<file path="src/rtl/lru_cache_pkg.sv">
package lru_cache_pkg;

    typedef enum logic [1:0] {
        ACC_LOAD   = 2'b00,
        ACC_STORE  = 2'b01,
        ACC_MODIFY = 2'b10,
        ACC_INSTR  = 2'b11
    } acc_kind_e;

    typedef struct packed {
        logic hit;
        logic evict;
        logic wb;
    } lookup_res_t;

    // Hit credit of one access: a read-modify-write always scores its store half as a hit.
    function automatic logic [1:0] hit_credit(acc_kind_e kind, logic hit);
        if (kind == ACC_MODIFY)
            return hit ? 2'd2 : 2'd1;
        return hit ? 2'd1 : 2'd0;
    endfunction

    function automatic logic [1:0] miss_credit(logic hit);
        return hit ? 2'd0 : 2'd1;
    endfunction

    function automatic logic writes_line(acc_kind_e kind);
        return (kind == ACC_STORE) || (kind == ACC_MODIFY);
    endfunction

endpackage

</file>
<file path="src/rtl/lru_set.sv">
module lru_set
    import lru_cache_pkg::*;
#(
    parameter int TAG_W = 26,
    parameter int WAYS  = 4
) (
    input  logic             clk,
    input  logic             rst,
    input  logic             upd_en,
    input  logic [TAG_W-1:0] lk_tag,
    input  logic             lk_write,
    output lookup_res_t      res_o
);
    localparam int AGE_W = (WAYS > 1) ? $clog2(WAYS) : 1;

    logic [WAYS-1:0]  valid;
    logic [WAYS-1:0]  dirty;
    logic [TAG_W-1:0] tags [WAYS];
    logic [AGE_W-1:0] age  [WAYS];

    logic             hit, free_found;
    logic [AGE_W-1:0] hit_way, free_way, lru_way, target;
    logic [AGE_W-1:0] target_age;

    always_comb begin
        hit        = 1'b0;
        free_found = 1'b0;
        hit_way    = '0;
        free_way   = '0;
        lru_way    = '0;
        for (int w = WAYS - 1; w >= 0; w--) begin
            if (valid[w] && tags[w] == lk_tag) begin
                hit     = 1'b1;
                hit_way = AGE_W'(w);
            end
            if (!valid[w]) begin
                free_found = 1'b1;
                free_way   = AGE_W'(w);
            end
            if (age[w] == AGE_W'(WAYS - 1))
                lru_way = AGE_W'(w);
        end
        target     = hit ? hit_way : (free_found ? free_way : lru_way);
        target_age = age[target];
        res_o.hit   = hit;
        res_o.evict = !hit && !free_found;
        res_o.wb    = !hit && !free_found && dirty[lru_way];
    end

    always_ff @(posedge clk) begin
        if (rst) begin
            valid <= '0;
            dirty <= '0;
            for (int w = 0; w < WAYS; w++) begin
                tags[w] <= '0;
                age[w]  <= AGE_W'(w);
            end
        end else if (upd_en) begin
            valid[target] <= 1'b1;
            tags[target]  <= lk_tag;
            dirty[target] <= hit ? (dirty[target] | lk_write) : lk_write;
            for (int w = 0; w < WAYS; w++) begin
                if (AGE_W'(w) == target)
                    age[w] <= '0;
                else if (age[w] < target_age)
                    age[w] <= age[w] + 1'b1;
            end
        end
    end

    // The age values of a set always form a permutation of 0..WAYS-1.
    logic [WAYS-1:0] age_seen;
    always_comb begin
        age_seen = '0;
        for (int w = 0; w < WAYS; w++)
            age_seen[age[w]] = 1'b1;
    end

    assert_age_perm_R6: assert property (@(posedge clk) disable iff (rst)
        &age_seen);

    assert_evict_full_R5: assert property (@(posedge clk) disable iff (rst)
        res_o.evict |-> &valid);

    assert_fill_marks_R4: assert property (@(posedge clk) disable iff (rst)
        (upd_en && !res_o.hit) |=> valid[$past(target)]);

endmodule

</file>
<file path="src/rtl/sat_counter.sv">
module sat_counter #(
    parameter int W = 32
) (
    input  logic         clk,
    input  logic         rst,
    input  logic [1:0]   inc,
    output logic [W-1:0] count
);
    logic [W:0] sum;

    always_comb sum = {1'b0, count} + (W + 1)'(inc);

    always_ff @(posedge clk) begin
        if (rst)
            count <= '0;
        else if (sum[W])
            count <= '1;
        else
            count <= sum[W-1:0];
    end

    assert_sat_mono_R10: assert property (@(posedge clk) disable iff (rst)
        1'b1 |=> count >= $past(count));

    assert_sat_hold_R10: assert property (@(posedge clk) disable iff (rst)
        (&count) |=> (&count));

endmodule

</file>
<file path="src/rtl/lru_tag_cache.sv">
module lru_tag_cache
    import lru_cache_pkg::*;
#(
    parameter int ADDR_W   = 32,
    parameter int OFFSET_W = 4,
    parameter int SET_W    = 2,
    parameter int WAYS     = 4,
    parameter int CNT_W    = 32
) (
    input  logic              clk,
    input  logic              rst,
    input  logic              acc_valid,
    input  logic [1:0]        acc_kind,
    input  logic [ADDR_W-1:0] acc_addr,
    output logic              res_valid,
    output logic              res_hit,
    output logic              res_miss,
    output logic              res_evict,
    output logic              res_wb,
    output logic [CNT_W-1:0]  hit_count,
    output logic [CNT_W-1:0]  miss_count,
    output logic [CNT_W-1:0]  evict_count
);
    localparam int SETS  = 1 << SET_W;
    localparam int TAG_W = ADDR_W - OFFSET_W - SET_W;
    localparam int NCNT  = 3;

    acc_kind_e        kind;
    logic             take;
    logic             wr;
    logic [SET_W-1:0] set_idx;
    logic [TAG_W-1:0] lk_tag;
    logic             offset_unused;

    assign kind          = acc_kind_e'(acc_kind);
    assign take          = acc_valid && (kind != ACC_INSTR);
    assign wr            = writes_line(kind);
    assign set_idx       = acc_addr[OFFSET_W +: SET_W];
    assign lk_tag        = acc_addr[ADDR_W-1 -: TAG_W];
    assign offset_unused = ^acc_addr[OFFSET_W-1:0];

    lookup_res_t set_res [SETS];
    lookup_res_t cur;

    for (genvar s = 0; s < SETS; s++) begin : g_set
        lru_set #(
            .TAG_W (TAG_W),
            .WAYS  (WAYS)
        ) u_set (
            .clk      (clk),
            .rst      (rst),
            .upd_en   (take && (set_idx == SET_W'(s))),
            .lk_tag   (lk_tag),
            .lk_write (wr),
            .res_o    (set_res[s])
        );
    end

    assign cur = set_res[set_idx];

    always_ff @(posedge clk) begin
        if (rst) begin
            res_valid <= 1'b0;
            res_hit   <= 1'b0;
            res_miss  <= 1'b0;
            res_evict <= 1'b0;
            res_wb    <= 1'b0;
        end else begin
            res_valid <= take;
            res_hit   <= take && cur.hit;
            res_miss  <= take && !cur.hit;
            res_evict <= take && cur.evict;
            res_wb    <= take && cur.wb;
        end
    end

    logic [1:0]       inc [NCNT];
    logic [CNT_W-1:0] cnt [NCNT];

    always_comb begin
        inc[0] = take ? hit_credit(kind, cur.hit) : 2'd0;
        inc[1] = take ? miss_credit(cur.hit)      : 2'd0;
        inc[2] = (take && cur.evict) ? 2'd1       : 2'd0;
    end

    for (genvar c = 0; c < NCNT; c++) begin : g_cnt
        sat_counter #(.W(CNT_W)) u_cnt (
            .clk   (clk),
            .rst   (rst),
            .inc   (inc[c]),
            .count (cnt[c])
        );
    end

    assign hit_count   = cnt[0];
    assign miss_count  = cnt[1];
    assign evict_count = cnt[2];

    assert_one_outcome_R3: assert property (@(posedge clk) disable iff (rst)
        res_valid |-> (res_hit != res_miss));

    assert_quiet_idle_R3: assert property (@(posedge clk) disable iff (rst)
        !res_valid |-> !(res_hit || res_miss || res_evict || res_wb));

    assert_wb_needs_evict_R7: assert property (@(posedge clk) disable iff (rst)
        res_wb |-> (res_evict && res_miss));

    assert_instr_ignored_R9: assert property (@(posedge clk) disable iff (rst)
        (acc_valid && acc_kind == 2'b11) |=> (!res_valid && $stable(hit_count)
                                              && $stable(miss_count)));

    assert_evict_counted_R5: assert property (@(posedge clk) disable iff (rst)
        (res_evict && !(&evict_count)) |-> (evict_count != $past(evict_count)));

endmodule

</file>
<file path="config.mk">
export PLATFORM = sky130hd
export DESIGN_NAME = lru_tag_cache
export DESIGN_NICKNAME = d
export VERILOG_FILES = /design/src/rtl/lru_cache_pkg.sv /design/src/rtl/lru_set.sv /design/src/rtl/sat_counter.sv /design/src/rtl/lru_tag_cache.sv
export SDC_FILE = /design/constraint.sdc
export NUM_CORES = 1
export LEC_CHECK = 0
export BUFFER_PORTS_ARGS = -buffer_cell sky130_fd_sc_hd__buf_2
export CORE_MARGIN = 1
export CORE_UTILIZATION = 35
export CTS_BUF_LIST = sky130_fd_sc_hd__clkbuf_4 sky130_fd_sc_hd__clkbuf_8
export DETAILED_ROUTE_END_ITERATION = 6
export GPL_ROUTABILITY_DRIVEN = 0
export PLACE_DENSITY_LB_ADDON = 0.2
export RECOVER_POWER = 50
export SLEW_MARGIN = 20
export SYNTH_ARGS = -nofsm -noshare
export SYNTH_HDL_FRONTEND = slang
export SYNTH_SLANG_ARGS = --single-unit
</file>
<file path="constraint.sdc">
create_clock -name clk -period 6.7 [get_ports clk]
set_input_delay 0.67 -clock clk [delete_from_list [all_inputs] [get_ports clk]]
set_output_delay 0.67 -clock clk [all_outputs]
set_load 0.005 [all_outputs]
</file>
# After elaboration in Yosys (flattened, before gate mapping)
# Memory sizes are Yosys's and may differ from the RTL's.
# Cells that the tools add are included.
# word_totals
memories	8
register_bits	133
word_cells	556
mem_bits_rw	448
# classes
n_bitwise	41
eq_ne	50
magnitude_cmp	29
add_sub_neg	19
muxes	337
n_reduce_logical	56
# mem_list
memory	depth	width	rd	rd_ports_with_merged_regs	write_ports	line_no	text
g_set[0].u_set.tags	4	26	4	0	4	lru_set.sv:18	logic [TAG_W-1:0] tags [WAYS];
g_set[1].u_set.tags	4	26	4	0	4	lru_set.sv:18	
g_set[2].u_set.tags	4	26	4	0	4	lru_set.sv:18	
g_set[3].u_set.tags	4	26	4	0	4	lru_set.sv:18	
g_set[0].u_set.age	4	2	5	0	4	lru_set.sv:19	logic [AGE_W-1:0] age [WAYS];
g_set[1].u_set.age	4	2	5	0	4	lru_set.sv:19	
+2 memories	n/a	n/a	n/a	n/a	n/a	n/a	
# op_table
op	n
$eq 26x26->1	16
$mux 1	215
$mux 2	96
$mux 26	4
$reduce_or 26->1	4
$mux 32	3
$add 32x1->33	2
$eq 2x2->1 const B	19
$logic_and 1x1->1	37
$or 1x1->1	36
$add 32x2->33	1
$add 2x1->2 const B	16
$lt 2x2->1	16
$lt 2x3->1 const B	8
$bmux 1 s2	8
$bwmux 4	4
$eq 2x2->1 const A	8
$or 4x4->4	4
$logic_not 2->1	5
$logic_not 1->1	9
$demux 1 s2	4
$eq 1x2->1 const A	4
$ge 2x1->1 const B	4
$bmux 3 s2	1
6 further kinds	8

# Longest topological paths before layout
# Gate-level depths: netlist of run 1.
# An unclocked memory read counts as a cell.
# depth
ltp_word	19
mapped_depth	24

# Hierarchy
# From an unflattened synthesis of run 1, not the netlist that was laid out.
# hier_totals
hier_cells	2909
hier_area_um2	31038.5
# by_module_without_submodules
module	seq_area_each_um2	cells_per_inst	area_each_um2	instances
lru_set at g_set[3].u_set	3523.4	604	6586.3	1
lru_set at g_set[1].u_set	3523.4	593	6502.5	1
lru_set at g_set[2].u_set	3523.4	571	6463.7	1
lru_set at g_set[0].u_set	3523.4	574	6321.1	1
sat_counter at g_cnt[0].u_cnt ...	640.6	170	1591.5	2
sat_counter at g_cnt[2].u_cnt	640.6	197	1647.8	1
lru_tag_cache	100.1	30	334.1	1

# Worst setup path after synthesis of run 1
# OpenSTA, ideal clock, no wires.
# synth_path
path_type	in2reg
start	input port acc_addr[6]
end	register g_cnt[0].u_cnt.count[10]
path_stages	23
slack_ns	1.253
setup_ns	0.070
required_time_ns	6.630
t_arrival_ns	5.377
cell_sequence	buf_2 -> xnor2_1 -> nand4_1 -> or4_1 -> nor4_4 -> or2_1 -> buf_2 -> nor3_1 -> mux2_2 -> a21oi_2 -> ha_1 -> and2_1 -> ha_1 -> inv_1 -> fa_1 -> nor2_1 -> nand3_1 -> nor2_1 -> nand2_1 -> or3_1 -> clkbuf_1 -> buf_1 -> a21oi_1
# synth_via
elab_chain_cells	15
word_cells_on_any_way	58
# synth_lines
item	line_no	text
start: declaration	lru_tag_cache.sv:14	input logic [ADDR_W-1:0] acc_addr,
$eq 26x26->1	lru_set.sv:32	if (valid[w] && tags[w] == lk_tag) begin
$logic_and 1x1->1	lru_set.sv:32	
$mux 1 (4 in series)	lru_set.sv:32	
$bmux 3 s2 (*)	lru_tag_cache.sv:59	assign cur = set_res[set_idx];
$mux 3 (implied by the code) (*) (2 in series)	lru_tag_cache.sv:59	
$mux 2	lru_cache_pkg.sv:19	return hit ? 2'd2 : 2'd1;
$mux 2	lru_cache_pkg.sv:18	if (kind == ACC_MODIFY)
$mux 2 (*)	lru_cache_pkg.sv:20	return hit ? 2'd1 : 2'd0;
$mux 2 (*)	lru_tag_cache.sv:81	inc[0] = take ? hit_credit(kind, cur.hit) : 2'd0;
$add 32x2->33 (*)	sat_counter.sv:11	always_comb sum = {1'b0, count} + (W + 1)'(inc);
$mux 32 (*)	sat_counter.sv:16	else if (sum[W])
end signal: assignment	sat_counter.sv:19	count <= sum[W-1:0];
end: declaration	sat_counter.sv:7	output logic [W-1:0] count
# Every way passes the cells marked *; elsewhere a longest branch is shown, timed or not. The select of a mux whose other input is x is not followed.
# A chain may end at the register's enable or synchronous reset.

==> results.yml, run 1 <==
power:
  p_switching_mw: 2.047
  p_clk_share_pct: 42.3
  combPwrFrac_pct: 8.4
  power.leakage_nw: 12.82
  sw_frac_of_total_pct: 24.86
  peakVddDrop_uv: 143.9
  p_int_mw: 6.186
  power_density_nw_per_um2: 242.5
  sequentialPowerShare_pct: 49.4
clock_network:
  root_buffer: "clkbuf_8"
  cts_resized: 0
  clockBufferDepth: 3
  cts_setup_buffers: 0
  ctsHoldBuffers: 0
  clk_pin_slew_ps: 60
  cts_tree: "yes"
  cts-buffers-inserted: 103
  htreeDepth: 3
  clock_sinks: 581
  clock_latency_ps: 730
critical_path:
  arrival_ps: 6460
  r2r-start: "g_set[1].u_set.tags[2][20]"
  r2r_end: "g_cnt[0].u_cnt.count[17]"
  r2r_cells: 20
  cpPeakStageDelay_ps: 740
  startpoint: "g_set[1].u_set.tags[2][20]"
  required_ps: 7310
  critPathSlowestCell: "nor4_1"
  crit_fanout: 20
  crit_family: "simple AND/OR/NAND/NOR gates"
  path_cells: "xnor2_1 -> nand4_1 -> or4_1 -> nor4_1 -> nor3_1 -> clkbuf_1 -> mux2_2 -> a21oi_2 -> ha_1 -> and2_1 -> ha_1 -> inv_1 -> fa_1 -> nor2_1 -> nand3_1 -> nor2_1 -> nand2_1 -> or3_1 -> buf_4 -> a21oi_1"
  worst-path-buf-inv: 3
  r2r_slack_ps: 850
  critPathCaptureType: "flop"
  startpoint_type: "flop"
  path_class: "reg -> reg"
die:
  rows: 106
  start_util_pct: 35.42
  dieArea_um2: 85870
  design.core.area_um2: 83690
  die_w_um: 293.0
  die_h_um: 293.0
  pin_count: 138
yosys:
  syn_area_um2: 29650
  async_flop_share_pct: 0
  syn_area_per_cell_um2: 11.10
  yosys_warnings: 0
  synth_nets: 2750
  synth_edf_count: 448
  yosys_register_bits: 581
  synthFlopType: "edfxtp_1"
  yosysUniqueCellTypes: 84
  synth_seq_area_share_pct: 54.36
  synth_cells: 2671
placement:
  dp_hpwl_um: 57740
  portBuffers: 133
  place_area_um2: 31990
  placed_cells: 3888
route:
  drt-wirelength-per-cell_um: 20.86
  drcViolationCount: 0
  wl_um: 84950
  dr.pass1.iters: 7
  drt_iter0_drc: 1815
  drtAntennaViolNets: 0
  dr_total_vias: 21170
  via_per_inst: 5.199
sta:
  fmaxAchievable_mhz: 170.9
  fin_crit_sh_pct: 87.35
  tightestPinTransition_ps: 2185
  rsz0062_at_grt: "no"
  finalHoldViolCount: 0
  fin_setup_tns_ps: 0
  setup_viol: 0
  relSlewSlack_pct: -45.69
  maxSlewViolCount: 282
  final.setup_skew_ps: 49.14
  period_needed_ps: 5853
status:
  violations: "max-capacitance violations, max-slew violations"
  status: "finished with violations"
grt:
  grt_pass1_vias: 21090
  grt_max_degree: 64
  antenna_found_initial: 2
  grt_overflow: 0
  grt_pass1_wl_um: 128800
  grt_usage_pct: 19.53
finish:
  nNetsFinal: 2938
  final_cells: 4072
  multi_input_area_um2: 12490
  num-fill-cells: 8099
  ff_latch_area_um2: 16120
  final_common_cell: "edfxtp_1"
  final_area_um2: 33950
  drive_gt1_share_pct: 12.91
  layout_common_cells: "448 x edfxtp_1, 267 x xnor2_1, 224 x xor2_1"
  syn2layout_area_growth_pct: 14.51
worst_hold_path:
  hold_path_class: "in -> reg"
  min_to: "res_miss"
  holdPathStages: 4
  min_from: "rst"
job:
  max-cap-violations: 9
-- registers in the layout, indices dropped and copies added, names as in the netlist, 16 cells and up --
signal,cells
g_set.u_set.valid,16
g_set.u_set.dirty,16
g_cnt.u_cnt.count,96
g_set.u_set.age,32
g_set.u_set.tags,416
-- synthesized netlist by cell type (8+ instances only) --
master      n  area [µm²]
and2_1    168        1051
nor2_1    170       638.1
xor2_1    224        1962
nand3_1    51       255.2
edfxtp_1  448       13450
nor3b_1    16       120.1
nand2b_1    9       56.30
a31oi_1    15       93.84
and3_1    195        1220
o21ai_0    37       185.2
clkbuf_1  106       397.9
a21o_1     10       75.07
inv_1      83       311.6
mux2i_1    11       110.1
nand2_1   122       457.9
ha_1       41       513.0
nor3_1     38       190.2
buf_2      58       290.3
a211oi_1   12       90.09
or2_2      12       75.07
mux2_2      8       90.09
dfxtp_1   133        2663
nand4_1    94       588.1
nor4_1     57       356.6
a21oi_1   117       585.6
or4_1      10       75.07
xnor2_1   267        2338
o31ai_1     8       60.06
and4_1     12       105.1
or3_1      15       93.84
o21a_1      9       67.56
-- cell type report --
class                   count  area share [%]
clock buffers             147           5.370
well taps                1134           4.180
clock inverters            35          0.9915
inverters                  83          0.9178
multi-input cells        1839           36.79
diodes                      2         0.01474
flip-flops and latches    581           47.47
repair buffers            251           4.265
-- cells by family (layout without fill, tap and decap cells) --
logic type / count (synthesis) / after routing / share of synthesized area (%)
AO/OA/AOI/OAI: 290 / 290 / 6.449
AND/OR/NAND/NOR: 996 / 996 / 18.70
multiplexers: 20 / 20 / 0.7513
XOR/XNOR: 491 / 491 / 14.51
other: 0 / 2 / 0
buffers and inverters: 251 / 516 / 3.435
adder cells (fa/ha/maj): 42 / 42 / 1.798
flip-flops: 581 / 581 / 54.36
-- worst max path at each step --
stage	endpoint	slack, ps	depth (start not counted)
floorplan	g_cnt[0].u_cnt.count[10]	1250	23
global placement	g_cnt[0].u_cnt.count[11]	600	22
detailed placement	g_cnt[0].u_cnt.count[17]	550	23
CTS	g_cnt[0].u_cnt.count[17]	1160	21
global route	g_cnt[0].u_cnt.count[15]	480	20
finish	g_cnt[0].u_cnt.count[17]	850	20
-- per-stage QoR --
step | hold slack, ps | setup slack (ps) | util [%] | total power, mW
after floorplan | 438.4 | 1253 | - | 4.575
after global placement | 467.8 | 599.4 | 38.22 | 4.822
after detailed placement | 476.6 | 553.8 | 38.23 | 4.834
after CTS | 410.2 | 1162 | 40.81 | 8.321
after global routing | 471.1 | 475.9 | 40.56 | 8.525
final | 465.8 | 847.5 | 40.56 | 8.233
-- worst reg2reg max path: stages, from the launching register on --
cell and delay, ps:
edfxtp_1 390, xnor2_1 190, nand4_1 180, or4_1 580, nor4_1 740, nor3_1 230, clkbuf_1 250, mux2_2 340
a21oi_2 240, ha_1 160, and2_1 110, ha_1 160, inv_1 60, fa_1 400, nor2_1 190, nand3_1 130
nor2_1 240, nand2_1 190, or3_1 510, buf_4 280, a21oi_1 190
-- power by group through the flow --
stage          clock, mW  sequential [mW]  combinational (mW)
2_1_floorplan          0             4.12               0.452
3_3_place_gp           0             4.13               0.690
3_5_place_dp           0             4.14               0.695
4_1_cts             3.56             4.06               0.700
5_1_grt             3.70             4.08               0.747
6_report            3.48             4.06               0.690
-- per-layer routing --
metal | track usage (%) | vias up | routed length [µm]
met4 | 5.951 | 0 | 1896
met5 | 0 | - | 0
li1 | - | 9916 | -
met2 | 32.74 | 529 | 40500
met3 | 2.511 | 116 | 3832
met1 | 26.18 | 10610 | 38720
(Power assumes the default switching activity.)
==> run 2, diff against run 1 <==
--- a/config.mk
+++ b/config.mk
@@ -7,7 +7,7 @@
 export LEC_CHECK = 0
 export BUFFER_PORTS_ARGS = -buffer_cell sky130_fd_sc_hd__buf_2
 export CORE_MARGIN = 1
-export CORE_UTILIZATION = 35
+export CORE_UTILIZATION = 27
 export CTS_BUF_LIST = sky130_fd_sc_hd__clkbuf_4 sky130_fd_sc_hd__clkbuf_8
 export DETAILED_ROUTE_END_ITERATION = 6
 export GPL_ROUTABILITY_DRIVEN = 0
==> run 2 against run 1 <==
The flow still finishes with violations (max-capacitance violations, max-slew violations). Die area increased by 29%. Combinational power rose by 2%. Cell count grew 6.3%. Count of clock-buffer cells in the layout grew 11. Critical endpoint is now g_cnt[1].u_cnt.count[18].
==> results.yml, run 2 (same netlist as run 1, synthesis figures left out) <==
critical_path:
  crit_fanout: 17
  worst-path-buf-inv: 5
  crit_top_cell: "buf_4"
  critPathSlowestCell: "clkbuf_1"
  startpoint_type: "input pin"
  critPathCaptureType: "flop"
  arrival_ps: 6620
  path_class: "in -> reg"
  crit_family: "simple AND/OR/NAND/NOR gates"
  cpPeakStageDelay_ps: 1010
  required_ps: 7360
  path_cells: "buf_2 -> buf_4 -> clkbuf_1 -> xor2_1 -> nor2_1 -> nor4bb_1 -> and4_1 -> or4_1 -> a21oi_1 -> a21oi_2 -> buf_4 -> nor2_1 -> ha_1 -> ha_1 -> nand2_1 -> or2_2 -> nor3_1 -> nand2_1 -> buf_4 -> a21oi_1"
placement:
  pre_cts_slack_ps: 570.6
  dp_hpwl_um: 58860
  portBuffers: 133
  place_area_um2: 32220
  placed_cells: 4136
clock_network:
  clock_latency_ps: 750
  clockBufferDepth: 3
  cts_setup_buffers: 0
  ctsHoldBuffers: 0
  clk_pin_slew_ps: 60
  clock_sinks: 581
  htreeDepth: 3
  cts_resized: 0
  cts_tree: "yes"
  cts-buffers-inserted: 106
  root_buffer: "clkbuf_8"
sta:
  fin_setup_tns_ps: 0
  fmaxAchievable_mhz: 167.9
  final.setup_skew_ps: 34.94
  setup_viol: 0
  period_needed_ps: 5958
  maxSlewViolCount: 279
  fin_crit_sh_pct: 88.92
  tightestPinTransition_ps: 2273
  setup_ws_ps: 742.4
  relSlewSlack_pct: -51.56
  fin_hold_ws_ps: 348.4
  rsz0062_at_grt: "no"
  finalHoldViolCount: 0
power:
  power_mw: 8.195
  power_density_nw_per_um2: 239.9
  peakVddDrop_uv: 132.2
  power.leakage_nw: 12.64
finish:
  num-fill-cells: 11140
  fin_util_pct: 31.39
  top_register: "g_set.u_set.tags"
  largestRegisters: "g_set.u_set.tags x416, g_cnt.u_cnt.count x96, g_set.u_set.age x32"
  largest_reg_flops: 416
  final_area_um2: 34170
  final_cells: 4329
  final_common_cell: "edfxtp_1"
  syn2layout_area_growth_pct: 15.25
  nNetsFinal: 2909
  drive_gt1_share_pct: 11.67
  layout_common_cells: "448 x edfxtp_1, 267 x xnor2_1, 224 x xor2_1"
die:
  design.core.area_um2: 108900
  rows: 121
  die_w_um: 333.4
  dieArea_um2: 111100
  pin_count: 138
  start_util_pct: 27.23
  die_h_um: 333.4
route:
  drt-wirelength-per-cell_um: 20.71
  via_per_inst: 4.868
  wl_um: 89670
  drtAntennaViolNets: 0
  drcViolationCount: 0
  dr_total_vias: 21070
  dr.pass1.iters: 5
  drt_iter0_drc: 1556
grt:
  grt_pass1_vias: 21220
  grt_usage_pct: 15.96
  antenna_found_initial: 1
  grt_overflow: 0
  grt_max_degree: 91
  grt_pass1_wl_um: 135300
status:
  violations: "max-capacitance violations, max-slew violations"
  status: "finished with violations"
job:
  max-cap-violations: 8
worst_hold_path:
  hold_path_class: "in -> reg"
## run 2: per-layer routing
metal  track usage [%]  up-vias  wire, µm
met1             21.62    10650     41530
met3             2.302      117      3794
met2             26.13      453     42340
li1                  -     9858         -
met5                 0        -         0
met4             5.040        0      2010
## run 2: worst register-to-register path: stages (launching register included)
cell and delay (ps):
edfxtp_1 380, xor2_1 280, or4_1 180, nor4bb_1 50, and4_1 280, or2_1 250, nor3_1 670, mux2_2 320
a21oi_2 90, buf_4 180, nor2_1 120, ha_1 260, ha_1 250, nand2_1 80, or2_2 330, nor3_1 660
nand2_1 480, buf_4 350, a21oi_1 150
## run 2: path summary, 6_finish.rpt
kind                             startpoint                        to  slack, ps  depth (start not counted)
setup reg to reg  g_set[1].u_set.tags[1][5]  g_cnt[1].u_cnt.count[18]       1230                         18
hold / removal                          rst  g_cnt[0].u_cnt.count[26]        350                          3
hold reg to reg     g_set[0].u_set.dirty[3]   g_set[0].u_set.dirty[3]        490                          2
setup / recovery               acc_addr[26]  g_cnt[1].u_cnt.count[18]        740                         20
## run 2: report_power, final
group	switching, mW	internal, mW
logic	0.463	0.238
clock network	1.56	1.87
registers	0.0608	4.00
## run 2: final cells by class
type | instances | area (µm²) | area share, %
clock inverters | 33 | 206.4 | 0.6042
clock buffers | 158 | 1924 | 5.632
repair buffers | 219 | 1325 | 3.878
well taps | 1414 | 1769 | 5.178
diodes | 2 | 5.005 | 0.01465
inverters | 83 | 311.5 | 0.9119
multi-input cells | 1839 | 12510 | 36.61
flip-flops and latches | 581 | 16120 | 47.17
==> run 3, diff against run 2 <==
--- a/config.mk
+++ b/config.mk
@@ -9,6 +9,7 @@
 export CORE_MARGIN = 1
 export CORE_UTILIZATION = 27
 export CTS_BUF_LIST = sky130_fd_sc_hd__clkbuf_4 sky130_fd_sc_hd__clkbuf_8
+export CTS_CLUSTER_DIAMETER = 60
 export DETAILED_ROUTE_END_ITERATION = 6
 export GPL_ROUTABILITY_DRIVEN = 0
 export PLACE_DENSITY_LB_ADDON = 0.2
==> constraint.sdc (replaced) <==
create_clock -name clk -period 4.9 [get_ports clk]
set_input_delay 0.49 -clock clk [delete_from_list [all_inputs] [get_ports clk]]
set_output_delay 0.49 -clock clk [all_outputs]
set_load 0.005 [all_outputs]
==> run 3 against run 2 <==
The run still ends with max-capacitance violations, max-slew violations left. Wire length increased by 7.3%. First-iteration DRC count decreased by 2.8%. Total power increased by 43%. Largest cell class unchanged.
==> results.yml, run 3 (same netlist as run 1, synthesis figures left out) <==
status:
  status: "finished with violations"
  violations: "max-capacitance violations, max-slew violations"
critical_path:
  r2r_slack_ps: 250
  critPathCaptureType: "flop"
  r2r_end: "g_cnt[0].u_cnt.count[17]"
  startpoint_type: "flop"
  path_class: "reg -> reg"
  r2r_cells: 20
  required_ps: 5560
  crit_fanout: 8
  crit_path_end: "g_cnt[0].u_cnt.count[17]"
  arrival_ps: 5300
  r2r-start: "g_set[2].u_set.tags[2][15]"
  startpoint: "g_set[2].u_set.tags[2][15]"
finish:
  largestRegisters: "g_set.u_set.tags x416, g_cnt.u_cnt.count x96, g_set.u_set.age x32"
  syn2layout_area_growth_pct: 23.28
  final_cells: 4602
  drive_gt1_share_pct: 19.47
  fin_util_pct: 33.57
  ff_latch_area_um2: 16120
  num-fill-cells: 11020
  final_common_cell: "edfxtp_1"
  nNetsFinal: 3175
  layout_common_cells: "448 x edfxtp_1, 292 x buf_4, 267 x xnor2_1"
  top_register: "g_set.u_set.tags"
  multi_input_area_um2: 12550
  largest_reg_flops: 416
clock_network:
  cts_tree: "yes"
  ctsHoldBuffers: 0
  clock_sinks: 581
  root_buffer: "clkbuf_8"
  clk_pin_slew_ps: 60
  clock_latency_ps: 760
  clockBufferDepth: 3
  cts-buffers-inserted: 104
  htreeDepth: 3
grt:
  grt_overflow: 0
  grt_max_degree: 77
  grt_usage_pct: 17.12
  grt_pass1_vias: 22310
  antenna_found_initial: 4
  grt_pass1_wl_um: 144000
sta:
  setup_viol: 0
  relSlewSlack_pct: -55.38
  setup_ws_ps: 253.9
  fin_crit_sh_pct: 94.82
  maxSlewViolCount: 227
  fmaxAchievable_mhz: 215.2
  period_needed_ps: 4646
  rsz0062_at_grt: "no"
  tightestPinTransition_ps: 2331
  finalHoldViolCount: 0
  fin_hold_ws_ps: 229.5
  final.setup_skew_ps: 59.33
route:
  wl_um: 96210
  drt-wirelength-per-cell_um: 20.91
  via_per_inst: 4.817
  drcViolationCount: 0
  drt_iter0_drc: 1512
  dr.pass1.iters: 5
  dr_total_vias: 22170
  drtAntennaViolNets: 0
die:
  dieArea_um2: 111100
  rows: 121
  design.core.area_um2: 108900
  start_util_pct: 27.23
  pin_count: 138
  die_w_um: 333.4
  die_h_um: 333.4
power:
  power_mw: 11.73
  sw_frac_of_total_pct: 25.24
  combPwrFrac_pct: 9.8
  p_clk_share_pct: 42.8
  power.leakage_nw: 14.11
  peakVddDrop_uv: 166.1
  p_switching_mw: 2.961
  power_density_nw_per_um2: 321.0
  sequentialPowerShare_pct: 47.4
  p_int_mw: 8.771
worst_hold_path:
  hold_path_class: "in -> reg"
job:
  max-cap-violations: 7
placement:
  dp_hpwl_um: 68240
  portBuffers: 133
  placed_cells: 4403
  pre_cts_slack_ps: -547.9
[run 3: cell count changes in the layout (fill, tap and decap cells not counted), sizes merged]
cell,change
buf,+259
bufinv,+4
clkbuf,+12
clkinv,-5
clkinvlp,+1
diode,+2
[run 3: repair_timing]
action / 4_1_cts / 5_1_grt
pin swaps: 0 / 4
gates resized for setup: 1 / 8
setup endpoints to repair: 2 / 36
gates cloned: 0 / 0
buffers inserted: 0 / 1
[run 3: final cells by class]
class	count	area share [%]
antenna	4	0.02739
clock buffer	161	5.430
clock inverter	33	0.8354
inverter	83	0.8525
multi-input combinational	1839	34.35
sequential	581	44.10
tap	1414	4.841
timing repair buffer	487	9.566
[run 3: how the worst min path moves through the flow]
stage | from | endpoint | slack, ps | depth (start not counted)
finish | acc_addr[24] | g_set[2].u_set.tags[3][18] | 230 | 3
global route | acc_addr[24] | g_set[2].u_set.tags[3][18] | 210 | 3
global placement | g_set[3].u_set.dirty[1] | g_set[3].u_set.dirty[1] | 480 | 2
floorplan | g_set[2].u_set.dirty[3] | g_set[2].u_set.dirty[3] | 440 | 2
CTS | acc_addr[24] | g_set[2].u_set.tags[3][18] | 150 | 3
detailed placement | g_set[3].u_set.dirty[2] | g_set[3].u_set.dirty[2] | 480 | 2
[run 3: power by group through the flow]
stage	sequential [mW]	clock, mW	combinational, mW
5_1_grt	5.57	5.39	1.24
2_1_floorplan	5.64	0	0.618
3_3_place_gp	5.65	0	1.16
4_1_cts	5.56	5.17	1.17
3_5_place_dp	5.66	0	1.16
6_report	5.56	5.02	1.15
[run 3: critical path: stages, from the launching register on]
cell and delay (ps):
edfxtp_1 420, xor2_1 180, nor4_1 360, nand2_1 110, or4_1 590, clkbuf_1 210, nand4_1 260, a21oi_1 140
a21oi_4 170, ha_1 150, and2_1 120, ha_1 170, inv_1 60, fa_1 410, nor2_2 140, nand3_2 110
nor2_4 130, nand2_1 90, or3_1 390, buf_4 190, a21oi_1 150
[run 3: per-layer routing]
| layer | vias up | global-route usage (%) | routed length (µm) |
|---|---|---|---|
| met1 | 11160 | 23.50 | 44610 |
| met3 | 109 | 2.651 | 4295 |
| li1 | 10410 | - | - |
| met5 | - | 0 | 0 |
| met4 | 0 | 4.128 | 1703 |
| met2 | 494 | 28.08 | 45600 |
[run 3: metrics by stage]
stage | area, µm² | setup TNS [ps]
global placement | 34440 | -28910
finish | 36550 | 0
CTS | 36730 | 0
detailed placement | 34440 | -27690
global route | 36550 | 0
floorplan | 29670 | 0
